## src/rtl/wake_wdt_pkg.sv

```systemverilog
package wake_wdt_pkg;

    // Bit positions in the control register.
    localparam int BIT_RESTART = 5;
    localparam int BIT_RST_EN  = 4;
    localparam int BIT_IRQ_EN  = 3;
    localparam int BIT_CYC_EN  = 2;
    localparam int BIT_FLAG    = 1;
    localparam int BIT_SEL     = 0;

    typedef struct packed {
        logic rst_en;
        logic irq_en;
        logic cyc_en;
        logic flag;
        logic sel;
    } ctrl_t;

    typedef enum logic {
        SEQ_IDLE   = 1'b0,
        SEQ_SETTLE = 1'b1
    } seq_state_e;

endpackage

```

## src/rtl/wdt_ctrl_reg.sv

```systemverilog
module wdt_ctrl_reg
    import wake_wdt_pkg::*;
(
    input  logic       clk,
    input  logic       rst_n,
    input  logic       wr_en,
    input  logic [7:0] wdata,
    input  logic       timeout,
    output ctrl_t      ctrl,
    output logic       restart,
    output logic [7:0] rdata
);

    ctrl_t ctrl_d, ctrl_q;

    always_comb begin
        ctrl_d = ctrl_q;
        if (wr_en) begin
            ctrl_d.irq_en = wdata[BIT_IRQ_EN];
            ctrl_d.cyc_en = wdata[BIT_CYC_EN];
            ctrl_d.sel    = wdata[BIT_SEL];
            // The reset enable can be set by a write but never cleared by one.
            ctrl_d.rst_en = ctrl_q.rst_en | wdata[BIT_RST_EN];
            if (wdata[BIT_FLAG]) begin
                ctrl_d.flag = 1'b0;
            end
        end
        // A timeout in the same cycle as a clear leaves the flag set.
        if (timeout) begin
            ctrl_d.flag = 1'b1;
        end
    end

    always_ff @(posedge clk or negedge rst_n) begin
        if (!rst_n) begin
            ctrl_q <= '0;
        end else begin
            ctrl_q <= ctrl_d;
        end
    end

    assign ctrl    = ctrl_q;
    assign restart = wr_en & (wdata[BIT_RESTART] | wdata[BIT_FLAG]);
    assign rdata   = {3'b000, ctrl_q.rst_en, ctrl_q.irq_en, ctrl_q.cyc_en,
                      ctrl_q.flag, ctrl_q.sel};

    assert_rst_en_sticky_R3: assert property (@(posedge clk) disable iff (!rst_n)
        ctrl_q.rst_en |=> ctrl_q.rst_en);

    assert_flag_clear_R7: assert property (@(posedge clk) disable iff (!rst_n)
        (wr_en && wdata[BIT_FLAG] && !timeout) |=> !ctrl_q.flag);

    assert_flag_hold_R7: assert property (@(posedge clk) disable iff (!rst_n)
        (ctrl_q.flag && !(wr_en && wdata[BIT_FLAG])) |=> ctrl_q.flag);

endmodule

```

## src/rtl/wdt_timebase.sv

```systemverilog
module wdt_timebase #(
    parameter int PERIOD_SHORT = 16,
    parameter int PERIOD_LONG  = 32,
    localparam int CNT_W = $clog2(PERIOD_LONG + 1)
) (
    input  logic clk,
    input  logic rst_n,
    input  logic tick,
    input  logic active,
    input  logic count_en,
    input  logic restart,
    input  logic sel,
    output logic timeout
);

    localparam logic [CNT_W-1:0] SHORT_LAST = CNT_W'(PERIOD_SHORT - 1);
    localparam logic [CNT_W-1:0] LONG_LAST  = CNT_W'(PERIOD_LONG - 1);

    typedef struct packed {
        logic [CNT_W-1:0] cnt;
    } tb_state_t;

    tb_state_t st_d, st_q;
    logic [CNT_W-1:0] last_d;

    always_comb begin
        st_d    = st_q;
        timeout = 1'b0;
        last_d  = sel ? LONG_LAST : SHORT_LAST;
        if (!active || restart) begin
            st_d.cnt = '0;
        end else if (count_en && tick) begin
            // Compare with >= so that switching to the short period
            // in the middle of a long one still ends the period.
            if (st_q.cnt >= last_d) begin
                st_d.cnt = '0;
                timeout  = 1'b1;
            end else begin
                st_d.cnt = st_q.cnt + 1'b1;
            end
        end
    end

    always_ff @(posedge clk or negedge rst_n) begin
        if (!rst_n) begin
            st_q <= '0;
        end else begin
            st_q <= st_d;
        end
    end

    assert_idle_hold_R2: assert property (@(posedge clk) disable iff (!rst_n)
        !active |=> (st_q.cnt == '0));

    assert_restart_clear_R6: assert property (@(posedge clk) disable iff (!rst_n)
        (active && restart) |=> (st_q.cnt == '0));

    assert_no_count_overrun_R9: assert property (@(posedge clk) disable iff (!rst_n)
        1'b1 |-> (st_q.cnt <= LONG_LAST));

endmodule

```

## src/rtl/wdt_sense_seq.sv

```systemverilog
module wdt_sense_seq
    import wake_wdt_pkg::*;
#(
    parameter int NUM_SENSE    = 2,
    parameter int SETTLE_TICKS = 3,
    localparam int SCNT_W = $clog2(SETTLE_TICKS + 1)
) (
    input  logic                 clk,
    input  logic                 rst_n,
    input  logic                 tick,
    input  logic                 keep,
    input  logic                 start,
    input  logic [NUM_SENSE-1:0] sense_in,
    input  logic                 wake_en,
    output logic                 pwr,
    output logic                 hit
);

    localparam logic [SCNT_W-1:0] SETTLE_LAST = SCNT_W'(SETTLE_TICKS - 1);

    typedef struct packed {
        seq_state_e        st;
        logic [SCNT_W-1:0] scnt;
        logic              hit;
    } seq_t;

    seq_t sq_d, sq_q;

    always_comb begin
        sq_d = sq_q;
        if (!keep) begin
            // Leaving STOP mode or disabling the check drops everything.
            sq_d.st   = SEQ_IDLE;
            sq_d.scnt = '0;
            sq_d.hit  = 1'b0;
        end else begin
            unique case (sq_q.st)
                SEQ_IDLE: begin
                    if (start) begin
                        sq_d.st   = SEQ_SETTLE;
                        sq_d.scnt = '0;
                    end
                end
                SEQ_SETTLE: begin
                    if (tick) begin
                        if (sq_q.scnt == SETTLE_LAST) begin
                            sq_d.st   = SEQ_IDLE;
                            sq_d.scnt = '0;
                            if (wake_en && (|sense_in)) begin
                                sq_d.hit = 1'b1;
                            end
                        end else begin
                            sq_d.scnt = sq_q.scnt + 1'b1;
                        end
                    end
                end
                default: sq_d.st = SEQ_IDLE;
            endcase
        end
    end

    always_ff @(posedge clk or negedge rst_n) begin
        if (!rst_n) begin
            sq_q <= '{st: SEQ_IDLE, scnt: '0, hit: 1'b0};
        end else begin
            sq_q <= sq_d;
        end
    end

    assign pwr = (sq_q.st == SEQ_SETTLE);
    assign hit = sq_q.hit;

    assert_pwr_in_stop_R10: assert property (@(posedge clk) disable iff (!rst_n)
        pwr |-> $past(keep));

    assert_hit_sticky_R10: assert property (@(posedge clk) disable iff (!rst_n)
        (hit && keep) |=> hit);

endmodule

```

## src/rtl/wake_watchdog.sv

```systemverilog
module wake_watchdog
    import wake_wdt_pkg::*;
#(
    parameter int NUM_SENSE    = 2,
    parameter int PERIOD_SHORT = 16,
    parameter int PERIOD_LONG  = 32,
    parameter int SETTLE_TICKS = 3
) (
    input  logic                 clk,
    input  logic                 rst_n,
    input  logic                 reg_wr_en,
    input  logic [7:0]           reg_wdata,
    output logic [7:0]           reg_rdata,
    input  logic                 stop_mode,
    input  logic                 tick_en,
    input  logic [NUM_SENSE-1:0] sense_in,
    input  logic                 sense_wake_en,
    output logic                 sense_pwr,
    output logic                 reset_req,
    output logic                 irq_req,
    output logic                 wake_req
);

    ctrl_t ctrl;
    logic  restart;
    logic  timeout;
    logic  active;
    logic  count_en;
    logic  sense_hit;
    logic  rst_req_d, rst_req_q;

    assign active   = ctrl.rst_en | ctrl.irq_en | ctrl.cyc_en;
    // In STOP mode the watchdog by itself does not count.
    assign count_en = stop_mode ? (ctrl.irq_en | ctrl.cyc_en) : 1'b1;

    wdt_ctrl_reg u_reg (
        .clk     (clk),
        .rst_n   (rst_n),
        .wr_en   (reg_wr_en),
        .wdata   (reg_wdata),
        .timeout (timeout),
        .ctrl    (ctrl),
        .restart (restart),
        .rdata   (reg_rdata)
    );

    wdt_timebase #(
        .PERIOD_SHORT (PERIOD_SHORT),
        .PERIOD_LONG  (PERIOD_LONG)
    ) u_timebase (
        .clk      (clk),
        .rst_n    (rst_n),
        .tick     (tick_en),
        .active   (active),
        .count_en (count_en),
        .restart  (restart),
        .sel      (ctrl.sel),
        .timeout  (timeout)
    );

    wdt_sense_seq #(
        .NUM_SENSE    (NUM_SENSE),
        .SETTLE_TICKS (SETTLE_TICKS)
    ) u_sense (
        .clk      (clk),
        .rst_n    (rst_n),
        .tick     (tick_en),
        .keep     (stop_mode & ctrl.cyc_en),
        .start    (timeout & stop_mode & ctrl.cyc_en),
        .sense_in (sense_in),
        .wake_en  (sense_wake_en),
        .pwr      (sense_pwr),
        .hit      (sense_hit)
    );

    always_comb begin
        rst_req_d = rst_req_q | (timeout & ~stop_mode & ctrl.rst_en);
    end

    always_ff @(posedge clk or negedge rst_n) begin
        if (!rst_n) begin
            rst_req_q <= 1'b0;
        end else begin
            rst_req_q <= rst_req_d;
        end
    end

    assign reset_req = rst_req_q;
    assign irq_req   = stop_mode & ctrl.irq_en & ctrl.flag;
    assign wake_req  = irq_req | sense_hit;

    assert_reset_sticky_R4: assert property (@(posedge clk) disable iff (!rst_n)
        reset_req |=> reset_req);

    assert_reset_from_run_R4: assert property (@(posedge clk) disable iff (!rst_n)
        $rose(reset_req) |-> $past(!stop_mode));

    assert_stop_frozen_R5: assert property (@(posedge clk) disable iff (!rst_n)
        (stop_mode && !ctrl.irq_en && !ctrl.cyc_en) |-> !timeout);

    assert_irq_needs_flag_R8: assert property (@(posedge clk) disable iff (!rst_n)
        irq_req |-> reg_rdata[BIT_FLAG]);

    assert_off_no_timeout_R2: assert property (@(posedge clk) disable iff (!rst_n)
        !active |-> !timeout);

endmodule

```

## config.mk

```make
export PLATFORM = sky130hd
export DESIGN_NAME = wake_watchdog
export DESIGN_NICKNAME = d
export VERILOG_FILES = /design/src/rtl/wake_wdt_pkg.sv /design/src/rtl/wdt_ctrl_reg.sv /design/src/rtl/wdt_timebase.sv /design/src/rtl/wdt_sense_seq.sv /design/src/rtl/wake_watchdog.sv
export SDC_FILE = /design/constraint.sdc
export NUM_CORES = 1
export LEC_CHECK = 0
export ABC_AREA = 0
export BUFFER_PORTS_ARGS = -buffer_cell sky130_fd_sc_hd__buf_2
export CORE_AREA = 3 3 48 50
export DETAILED_ROUTE_END_ITERATION = 8
export DIE_AREA = 0 0 51 53
export GPL_TIMING_DRIVEN = 1
export PLACE_DENSITY = 0.78
export REMOVE_ABC_BUFFERS = 1
export SLEW_MARGIN = 25
export SYNTH_ARGS = -nofsm -noshare
export SYNTH_HDL_FRONTEND = slang
export SYNTH_HIERARCHICAL = 1
export SYNTH_SLANG_ARGS = --single-unit
export TNS_END_PERCENT = 5
```

## constraint.sdc

```tcl
create_clock -name clk -period 2 [get_ports clk]
set_input_delay 0.2 -clock clk [delete_from_list [all_inputs] [get_ports clk]]
set_output_delay 0.2 -clock clk [all_outputs]
set_load 0.02 [all_outputs]
```

==> run summary, run 1 <==
* **result of the run** completed
* **root buffer selected by CTS** clkbuf_4
* **final core occ** 0.573
* **count of cells along the worst register-to-register path** 6
* **FMAX** 541 MHz
* **post-synthesis cell type with the largest combined area** dfrtp_1
* **post-synthesis sequential area ratio** 0.420
* **Layout Cells excl Fill** 143
* **tightest hold margin** 0.126 ns
* **detail-routed net length per standard cell** 14.2 µm
* **Net count, final** 135
* **number of global-route vias before repair** 808
* **CP startpoint kind** flop
* **effective utilization at floorplan** 0.491
* **main flop type after synthesis** dfrtp_1
* **core footprint** 0.00194 mm²
* **Die Footprint** 0.00270 mm²
* **setup TNS** 0 ns
* **Max Cap Violations** 0
* **main area contributors after synthesis** dfrtp_1 (42%), buf_4 (6.3%), mux2_2 (3.5%)
* **number of distinct library cell variants in the gate-level netlist after synthesis** 43
* **Routability Congestion** 0.855
* **number of core rows** 16
* **setup ws final** 0.150 ns
* **maximum net fanout on the critical path** 5
* **count of endpoints failing hold in the final timing report** 0
* **synth warn** 6
* **DR DRC count** 0
* **path type of the worst setup path** flop to flop
* **clock latency at the later pin of the worst-skew pair** 0.28 ns
* **post-synthesis instance total** 92
* **main combinational cell family by area after synthesis** simple AND/OR/NAND/NOR gates
* **number of antenna diodes** 0
* **Cell Area, Synth** 953 µm²
* **post-synthesis to final-layout area growth** 16.8%
* **Leak** 0.540 nW
* **average cell area after synthesis** 10.4 µm²
* **Critical Path Sink Type** flop
* **total overflow reported by the global router** 0
* **total vias in the final route** 780
* **first-pass GRT wire length** 3.48 mm
* **share of the clock period used by the worst path** 0.925
* **clock period minus final worst setup slack** 1.85 ns
* **most common cell in the synthesized netlist** dfrtp_1
* **top post-synthesis cells by count** dfrtp_1 (16), buf_4 (8), nand2_1 (6), nand3_1 (5), nor2_1 (4)
* **Die Width** 51 µm
* **Vert. Die Dim** 53 µm
* **average vias per placed instance** 5.45
* **Initial DRT Pass Iterations** 4
* **Max IR drop VDD** 407 µV
* **placed wire-length estimate after detailed placement** 1.56 mm
* **# H-tree levels** 1
* **CTS Buf Count** 3
* **simple-gate share of the synthesized area** 0.259
* **input/output buffers** 22
* **synthesized-area fraction occupied by adder cells** 0.0262
* **maximum number of pins on one net before global-route repair** 17
* **Post-synth EDFFs** 0
* **post-synthesis async set-or-reset flop share** 1.00
* **Arr. time, crit path** 2.06 ns
* **post-synthesis xor/xnor area fraction** 0
* **post-synthesis compound-gate area fraction** 0.171
* **post-placement setup slack** 0.212 ns
* **proportion of synthesized area in mux cells** 0.0459
* **starting DRC count in detailed routing** 8
* **share of the synthesized area in the top cell type** 0.420
* **total number of clock tree sinks** 16
* **Worst-path clk slew** 0.10 ns
* **antenna-violating nets left** 0
* **TritonCTS clock tree** yes
* **# setup viols final** 0
* **Final Slew Violations** 0
* **number of antenna violations at the first check in global routing** 0
* **ratio of cells with drive above 1 in the final layout** 0.371
* **Critical Path RT** 2.21 ns
* **Pwr Density** 663 mW/mm²
* **post-placement cell count** 138
* **WL final** 2.03 mm
* **number of top-level design ports** 28
* **worst min-delay path category** input pin to flop
* **clock skew** 0.00184 ns
* **flop and latch count out of synthesis** 16
* **Overall Global Routing Usage** 0.171
* **Min-Delay Path Depth** 2
* **RSZ-0062 raised after global routing** no
* **Clock Tree Buf Depth** 2
[layer usage]
metal / up-vias / share of wire / track usage
li1: 385 / - / -
met1: 380 / 0.44 / 0.205
met2: 15 / 0.52 / 0.313
met3: 0 / 0.040 / 0.0282
met4: 0 / 0 / 0.0448
met5: - / 0 / 0
[critical path, cell delays in order (launching register included)]
cell and delay, ns:
dfrtp_1 0.44, or3_1 0.42, nand2b_1 0.12, a211oi_1 0.07, and3_2 0.22, or3b_1 0.35, a31oi_1 0.15
[where the power goes]
group          internal, mW  switching [mW]  total, mW  leakage [nW]
clock                 0.111           0.104      0.215        0.0210
sequential            0.349          0.0357      0.384         0.209
combinational        0.0605          0.0780      0.138         0.310
[final cells by class]
type	count	area, µm²
repair buffers	26	143
multi-input cells	67	489
clock buffers	4	36.3
flip-flops and latches	16	400
well taps	27	33.8
fillers	190	828
inverters	3	11.3
[worst paths after layout]
path	slack [ns]	endpoint	from
worst max-delay path	0.15	u_sense/sq_q[1]$_DFFE_PN0P_	u_reg/ctrl[3]$_DFFE_PN0P_
worst min-delay path	0.13	u_reg/ctrl[4]$_DFFE_PN0P_	reg_wdata[4]
worst max register to register	0.15	u_sense/sq_q[1]$_DFFE_PN0P_	u_reg/ctrl[3]$_DFFE_PN0P_
worst min register to register	0.49	reset_req$_DFF_PN0_	reset_req$_DFF_PN0_
max in group asynchronous	1.38	u_reg/ctrl[1]$_DFFE_PN0P_	rst_n
min in group asynchronous	0.36	u_sense/pwr$_DFF_PN0_	rst_n
[registers in the layout, indices dropped and copies added, names as in the netlist]
signal,flops
u_sense/hit,1
u_sense/pwr,1
u_reg/ctrl,5
reset_req,1
u_sense/sq_q,2
u_timebase/st_q,6
[kinds of logic (layout without fill, tap and decap cells)]
family / Yosys count / in the layout
and+or+nand+nor: 37 / 37
AOI/OAI and AO/OA: 21 / 21
DFF: 16 / 16
buffers and inverters: 11 / 33
muxes: 4 / 4
adders and majority gates: 2 / 2
other: 1 / 3
[timing repair]
| item | in CTS | in global routing |
|---|---|---|
| resized for setup | 0 | 0 |
| setup buffers | 0 | 0 |
| hold buffers | 1 | 0 |
| endpoints found under the hold margin | 16 | 0 |
[stage by stage]
stage / cell area [µm²] / power, mW
floorplan: 901 / 0.469
global placement: 1070 / 0.516
detailed placement: 1070 / 0.526
CTS: 1110 / 0.743
global route: 1110 / 0.780
finish: 1110 / 0.738
[layout by cell type, fill, tap and decap left out, types with 2 or more instances in the layout]
cell type,instances
dfrtp_1,16
and2_2,2
nand4_1,2
nor2_1,4
mux2_2,3
o22ai_1,2
nand2_1,6
nand3b_1,2
nand3_1,5
conb_1,3
or3b_1,2
buf_2,22
nand4b_1,2
and3_2,2
a31oi_1,2
clkbuf_4,3
o21ai_1,2
o2111ai_1,2
buf_4,3
ha_1,2
inv_1,3
(Power assumes the default switching activity.)
==> run 2, diff against run 1 <==
--- a/config.mk
+++ b/config.mk
@@ -7,11 +7,13 @@
 export LEC_CHECK = 0
 export ABC_AREA = 0
 export BUFFER_PORTS_ARGS = -buffer_cell sky130_fd_sc_hd__buf_2
-export CORE_AREA = 3 3 48 50
+export CORE_AREA = 3 3 47 49
+export CTS_BUF_LIST = sky130_fd_sc_hd__clkbuf_8
 export DETAILED_ROUTE_END_ITERATION = 8
-export DIE_AREA = 0 0 51 53
+export DIE_AREA = 0 0 50 52
 export GPL_TIMING_DRIVEN = 1
-export PLACE_DENSITY = 0.78
+export PLACE_DENSITY = 0.81
+export RECOVER_POWER = 25
 export REMOVE_ABC_BUFFERS = 1
 export SLEW_MARGIN = 25
 export SYNTH_ARGS = -nofsm -noshare
==> run summary, run 2 (synthesis results as in run 1) <==
* **Layout Cells excl Fill** 141
* **clock latency at the later pin of the worst-skew pair** 0.24 ns
* **most frequent cells in the layout** buf_2 (21), dfrtp_1 (16), nand2_1 (6)
* **total overflow reported by the global router** 0
* **final core occ** 0.584
* **Worst-path clk slew** 0.06 ns
* **maximum net fanout on the critical path** 4
* **top register by number of flip-flops** u_timebase/st_q
* **RSZ-0062 raised after global routing** no
* **Critical Path Sink Type** flop
* **power consumption** 755 µW
* **total vias in the final route** 780
* **Max IR drop VDD** 482 µV
* **maximum number of pins on one net before global-route repair** 17
* **Arr. time, crit path** 2.01 ns
* **number of antenna violations at the first check in global routing** 0
* **placed wire-length estimate after detailed placement** 1.47 mm
* **starting DRC count in detailed routing** 19
* **CP startpoint kind** flop
* **WL final** 1.94 mm
* **ratio of cells with drive above 1 in the final layout** 0.351
* **actual slew at the worst max-slew pin** 0.844 ns
* **Overall Global Routing Usage** 0.166
* **effective utilization at floorplan** 0.501
* **Final Slew Violations** 0
* **count of filler cells inserted in the layout** 172
* **Die Width** 50 µm
* **setup ws final** 0.151 ns
* **most frequent standard cell in the layout excluding fill and tap cells** buf_2
* **antenna-violating nets left** 0
* **post-synthesis to final-layout area growth** 16.4%
* **area of the multi-input gates** 489 µm²
* **# H-tree levels** 1
* **number of setup buffers added after CTS** 0
* **DR DRC count** 0
* **cell area reported after detailed placement** 0.00106 mm²
* **detail-routed net length per standard cell** 13.8 µm
* **average vias per placed instance** 5.53
* **Pwr Density** 680 mW/mm²
* **cell area after layout** 0.00111 mm²
* **flip-flop and latch area** 400 µm²
* **first-pass GRT wire length** 3.26 mm
* **number of top-level design ports** 28
* **# setup viols final** 0
* **Clock Tree Buf Depth** 2
* **number of antenna diodes** 0
* **total number of clock tree sinks** 16
* **CTS Buf Count** 3
* **clock skew** 0.00260 ns
* **Die Footprint** 0.00260 mm²
* **path type of the worst setup path** flop to flop
* **worst min-delay path category** input pin to flop
* **input/output buffers** 22
* **Slew headroom** 0.437
* **setup TNS** 0 ns
* **core footprint** 0.00190 mm²
* **Net count, final** 134
* **max FFs per register** 6
* **post-placement cell count** 137
* **Initial DRT Pass Iterations** 4
* **Vert. Die Dim** 52 µm
* **clock period minus final worst setup slack** 1.85 ns
* **TritonCTS clock tree** yes
* **count of endpoints failing hold in the final timing report** 0
* **FMAX** 541 MHz
* **result of the run** completed
* **share of the clock period used by the worst path** 0.924
* **Routability Congestion** 0.910
* **tightest hold margin** 0.170 ns
* **root buffer selected by CTS** clkbuf_8
* **Max Cap Violations** 0
* **number of core rows** 16
* **Critical Path RT** 2.16 ns
* **post-placement setup slack** 0.183 ns
* **Leak** 0.532 nW
* **number of global-route vias before repair** 739
==> run 2: cell types whose count changed in the layout (fill, tap and decap cells not counted) <==
cell      before  now
clkbuf_1       0    1
buf_4          3    2
clkbuf_8       1    3
clkbuf_4       3    0
buf_2         22   21
==> run 2: routing by layer <==
| layer | vias up | share of wire | global-route usage |
|---|---|---|---|
| met5 | - | 0 | 0 |
| met4 | 0 | 0.019 | 0.0968 |
| met3 | 4 | 0.036 | 0.0287 |
| met2 | 17 | 0.52 | 0.270 |
| met1 | 376 | 0.43 | 0.205 |
| li1 | 383 | - | - |
==> run 2: path summary, 6_finish.rpt <==
| path | startpoint | end | slack [ns] | depth (start not counted) |
|---|---|---|---|---|
| worst max-delay path | u_reg/ctrl[4]$_DFFE_PN0P_ | u_sense/sq_q[2]$_DFFE_PN0P_ | 0.15 | 6 |
| max in group asynchronous | rst_n | u_sense/sq_q[2]$_DFFE_PN0P_ | 0.88 | 2 |
| worst max register to register | u_reg/ctrl[4]$_DFFE_PN0P_ | u_sense/sq_q[2]$_DFFE_PN0P_ | 0.15 | 6 |
| min in group asynchronous | rst_n | reset_req$_DFF_PN0_ | 0.60 | 2 |
| worst min register to register | u_sense/hit$_DFFE_PN0P_ | u_sense/hit$_DFFE_PN0P_ | 0.48 | 2 |
| worst min-delay path | reg_wdata[4] | u_reg/ctrl[4]$_DFFE_PN0P_ | 0.17 | 2 |
==> run 2: cell type report <==
type                       instances  share of cell area
multi-input combinational         67               0.441
sequential                        16               0.361
timing repair buffer              25               0.121
clock buffer                       3              0.0372
tap                               27              0.0304
inverter                           3              0.0101
==> run 2: power by group <==
part           switching [mW]  internal [mW]
registers              0.0343          0.350
logic                  0.0765         0.0598
clock network           0.101          0.133
total                   0.212          0.543
==> run 2: timing repair <==
action,CTS,global route
hold buffers,1,0
endpoints found under the hold margin,16,0
gates resized for setup,0,0
setup endpoints to repair,0,0
==> run 2: worst max-delay path, cell delays in order (launching register included) <==
cell	delay, ns
dfrtp_1	0.41
or3_1	0.43
nand2b_1	0.12
a211oi_1	0.08
and3_2	0.23
or3b_1	0.34
a31oi_1	0.15
==> run 3, diff against run 2 <==
--- a/config.mk
+++ b/config.mk
@@ -7,14 +7,15 @@
 export LEC_CHECK = 0
 export ABC_AREA = 0
 export BUFFER_PORTS_ARGS = -buffer_cell sky130_fd_sc_hd__buf_2
-export CORE_AREA = 3 3 47 49
+export CORE_AREA = 3 3 50 52
 export CTS_BUF_LIST = sky130_fd_sc_hd__clkbuf_8
 export DETAILED_ROUTE_END_ITERATION = 8
-export DIE_AREA = 0 0 50 52
+export DIE_AREA = 0 0 53 55
 export GPL_TIMING_DRIVEN = 1
-export PLACE_DENSITY = 0.81
+export PLACE_DENSITY = 0.75
 export RECOVER_POWER = 25
 export REMOVE_ABC_BUFFERS = 1
+export SETUP_SLACK_MARGIN = 0.4
 export SLEW_MARGIN = 25
 export SYNTH_ARGS = -nofsm -noshare
 export SYNTH_HDL_FRONTEND = slang
==> constraint.sdc (replaced) <==
create_clock -name clk -period 1.7 [get_ports clk]
set_input_delay 0.17 -clock clk [delete_from_list [all_inputs] [get_ports clk]]
set_output_delay 0.17 -clock clk [all_outputs]
set_load 0.02 [all_outputs]
==> run summary, run 3 (synthesis results as in run 1) <==
* **largest stage delay on the critical path** 0.42 ns
* **Arr. time, crit path** 1.84 ns
* **number of global-route vias before repair** 793
* **post-placement cell count** 148
* **Routability Congestion** 0.824
* **# setup viols final** 0
* **number of top-level design ports** 28
* **number of core rows** 17
* **post-synthesis to final-layout area growth** 31.8%
* **max FFs per register** 6
* **antenna-violating nets left** 0
* **Critical Path Sink Type** flop
* **maximum number of pins on one net before global-route repair** 17
* **CTS Buf Count** 3
* **Slew headroom** 0.429
* **cell area reported after detailed placement** 0.00114 mm²
* **cell area after layout** 0.00126 mm²
* **total vias in the final route** 822
* **maximum net fanout on the critical path** 3
* **setup TNS** 0 ns
* **Final Slew Violations** 0
* **RSZ-0062 raised after global routing** yes
* **placed wire-length estimate after detailed placement** 1.68 mm
* **Power Internal** 677 µW
* **clock period minus final worst setup slack** 1.67 ns
* **Critical Path, Cell by Cell** or3_4, nand2b_4, a211oi_2, and3_4, or3b_1, a31oi_1
* **Pwr Density** 751 mW/mm²
* **WL final** 2.17 mm
* **Max IR drop VDD** 454 µV
* **Clock Tree Buf Depth** 2
* **clock skew** 0.00155 ns
* **actual slew at the worst max-slew pin** 0.857 ns
* **starting DRC count in detailed routing** 10
* **ratio of cells with drive above 1 in the final layout** 0.452
* **effective utilization at floorplan** 0.444
* **Vert. Die Dim** 55 µm
* **average vias per placed instance** 5.34
* **top register by number of flip-flops** u_timebase/st_q
* **first-pass GRT wire length** 3.38 mm
* **count of endpoints failing hold in the final timing report** 0
* **combinational power share** 0.240
* **Seq pwr share** 0.465
* **path type of the worst setup path** flop to flop
* **number of antenna violations at the first check in global routing** 0
* **Switching Share** 0.283
* **Initial DRT Pass Iterations** 4
* **# H-tree levels** 1
* **most frequent cells in the layout** buf_2 (20), dfrtp_1 (16), buf_4 (13)
* **result of the run** completed
* **total number of clock tree sinks** 16
* **Die Footprint** 0.00292 mm²
* **count of filler cells inserted in the layout** 183
* **detail-routed net length per standard cell** 14.1 µm
* **Worst-path clk slew** 0.06 ns
* **Max Cap Violations** 0
* **CP startpoint kind** flop
* **number of antenna diodes** 0
* **DR DRC count** 0
* **Leak** 0.611 nW
* **input/output buffers** 22
* **clock latency at the later pin of the worst-skew pair** 0.24 ns
* **Critical Path RT** 1.87 ns
* **Layout Cells excl Fill** 154
* **Overall Global Routing Usage** 0.161
* **TritonCTS clock tree** yes
* **share of the clock period used by the worst path** 0.983
* **total overflow reported by the global router** 0
* **CP Buf/Inv Count** 0
* **Die Width** 53 µm
* **delay-heaviest family, CP** simple AND/OR/NAND/NOR gates
* **switching power** 266 µW
* **FMAX** 598 MHz
* **root buffer selected by CTS** clkbuf_8
* **library cell contributing the largest single delay on the critical path** or3_4
* **core footprint** 0.00215 mm²
* **share of total power in the clock network** 0.295
* **most frequent standard cell in the layout excluding fill and tap cells** buf_2
* **Net count, final** 146
* **worst min-delay path category** input pin to flop
[run 3: cell types whose count changed in the layout (fill, tap and decap cells not counted), sizes merged]
cell	delta
buf	+12
[run 3: path summary, 6_finish.rpt]
kind                                      startpoint                           to  slack [ns]  cells after the start
min in group asynchronous                      rst_n  u_sense/sq_q[2]$_DFFE_PN0P_        0.55                      2
hold / removal                             stop_mode          reset_req$_DFF_PN0_        0.14                      2
setup reg to reg           u_reg/ctrl[2]$_DFFE_PN0P_  u_sense/sq_q[2]$_DFFE_PN0P_        0.03                      6
max in group asynchronous                      rst_n        u_sense/pwr$_DFF_PN0_        0.63                      2
setup / recovery           u_reg/ctrl[2]$_DFFE_PN0P_  u_sense/sq_q[2]$_DFFE_PN0P_        0.03                      6
hold reg to reg                  reset_req$_DFF_PN0_          reset_req$_DFF_PN0_        0.47                      1
[run 3: power groups by stage]
stage	Sequential, mW	Clock (mW)	Combinational (mW)
after floorplan	0.457	0	0.0946
after global placement	0.440	0	0.201
after detailed placement	0.443	0	0.208
after CTS	0.437	0.288	0.220
after global routing	0.441	0.298	0.251
final	0.438	0.279	0.226
[run 3: per-stage QoR]
stage,hold WS (ns),setup slack (ns),total power [mW],utilization
5_1_grt,0.160,-0.0769,0.990,0.585
3_5_place_dp,0.105,-0.0356,0.651,0.529
4_1_cts,0.149,0.00227,0.945,0.570
2_1_floorplan,-0.126,-0.170,0.551,-
3_3_place_gp,0.102,-0.00151,0.641,0.529
6_report,0.142,0.0284,0.943,0.585
[run 3: layer usage]
metal	part of all wire	track usage
met1	0.41	0.176
met2	0.54	0.310
met3	0.042	0.0241
met4	0	0.0638
met5	0	0
[run 3: cell type report]
| type | count | area (µm²) | share of cell area |
|---|---|---|---|
| Clock buffer | 3 | 41.3 | 0.0329 |
| Inverter | 3 | 11.3 | 0.00896 |
| Multi-Input combinational cell | 67 | 534 | 0.425 |
| Sequential cell | 16 | 400 | 0.319 |
| Tap cell | 28 | 35.0 | 0.0279 |
| Timing Repair Buffer | 37 | 234 | 0.186 |
[run 3: timing repair]
| action | in CTS | in global routing |
|---|---|---|
| endpoints found under the setup margin | 12 | 12 |
| hold buffers | 1 | 0 |
| resized for setup | 4 | 7 |
| cloned | 0 | 0 |
| endpoints found under the hold margin | 16 | 0 |
| buffers inserted | 2 | 0 |
| pin swaps | 4 | 7 |
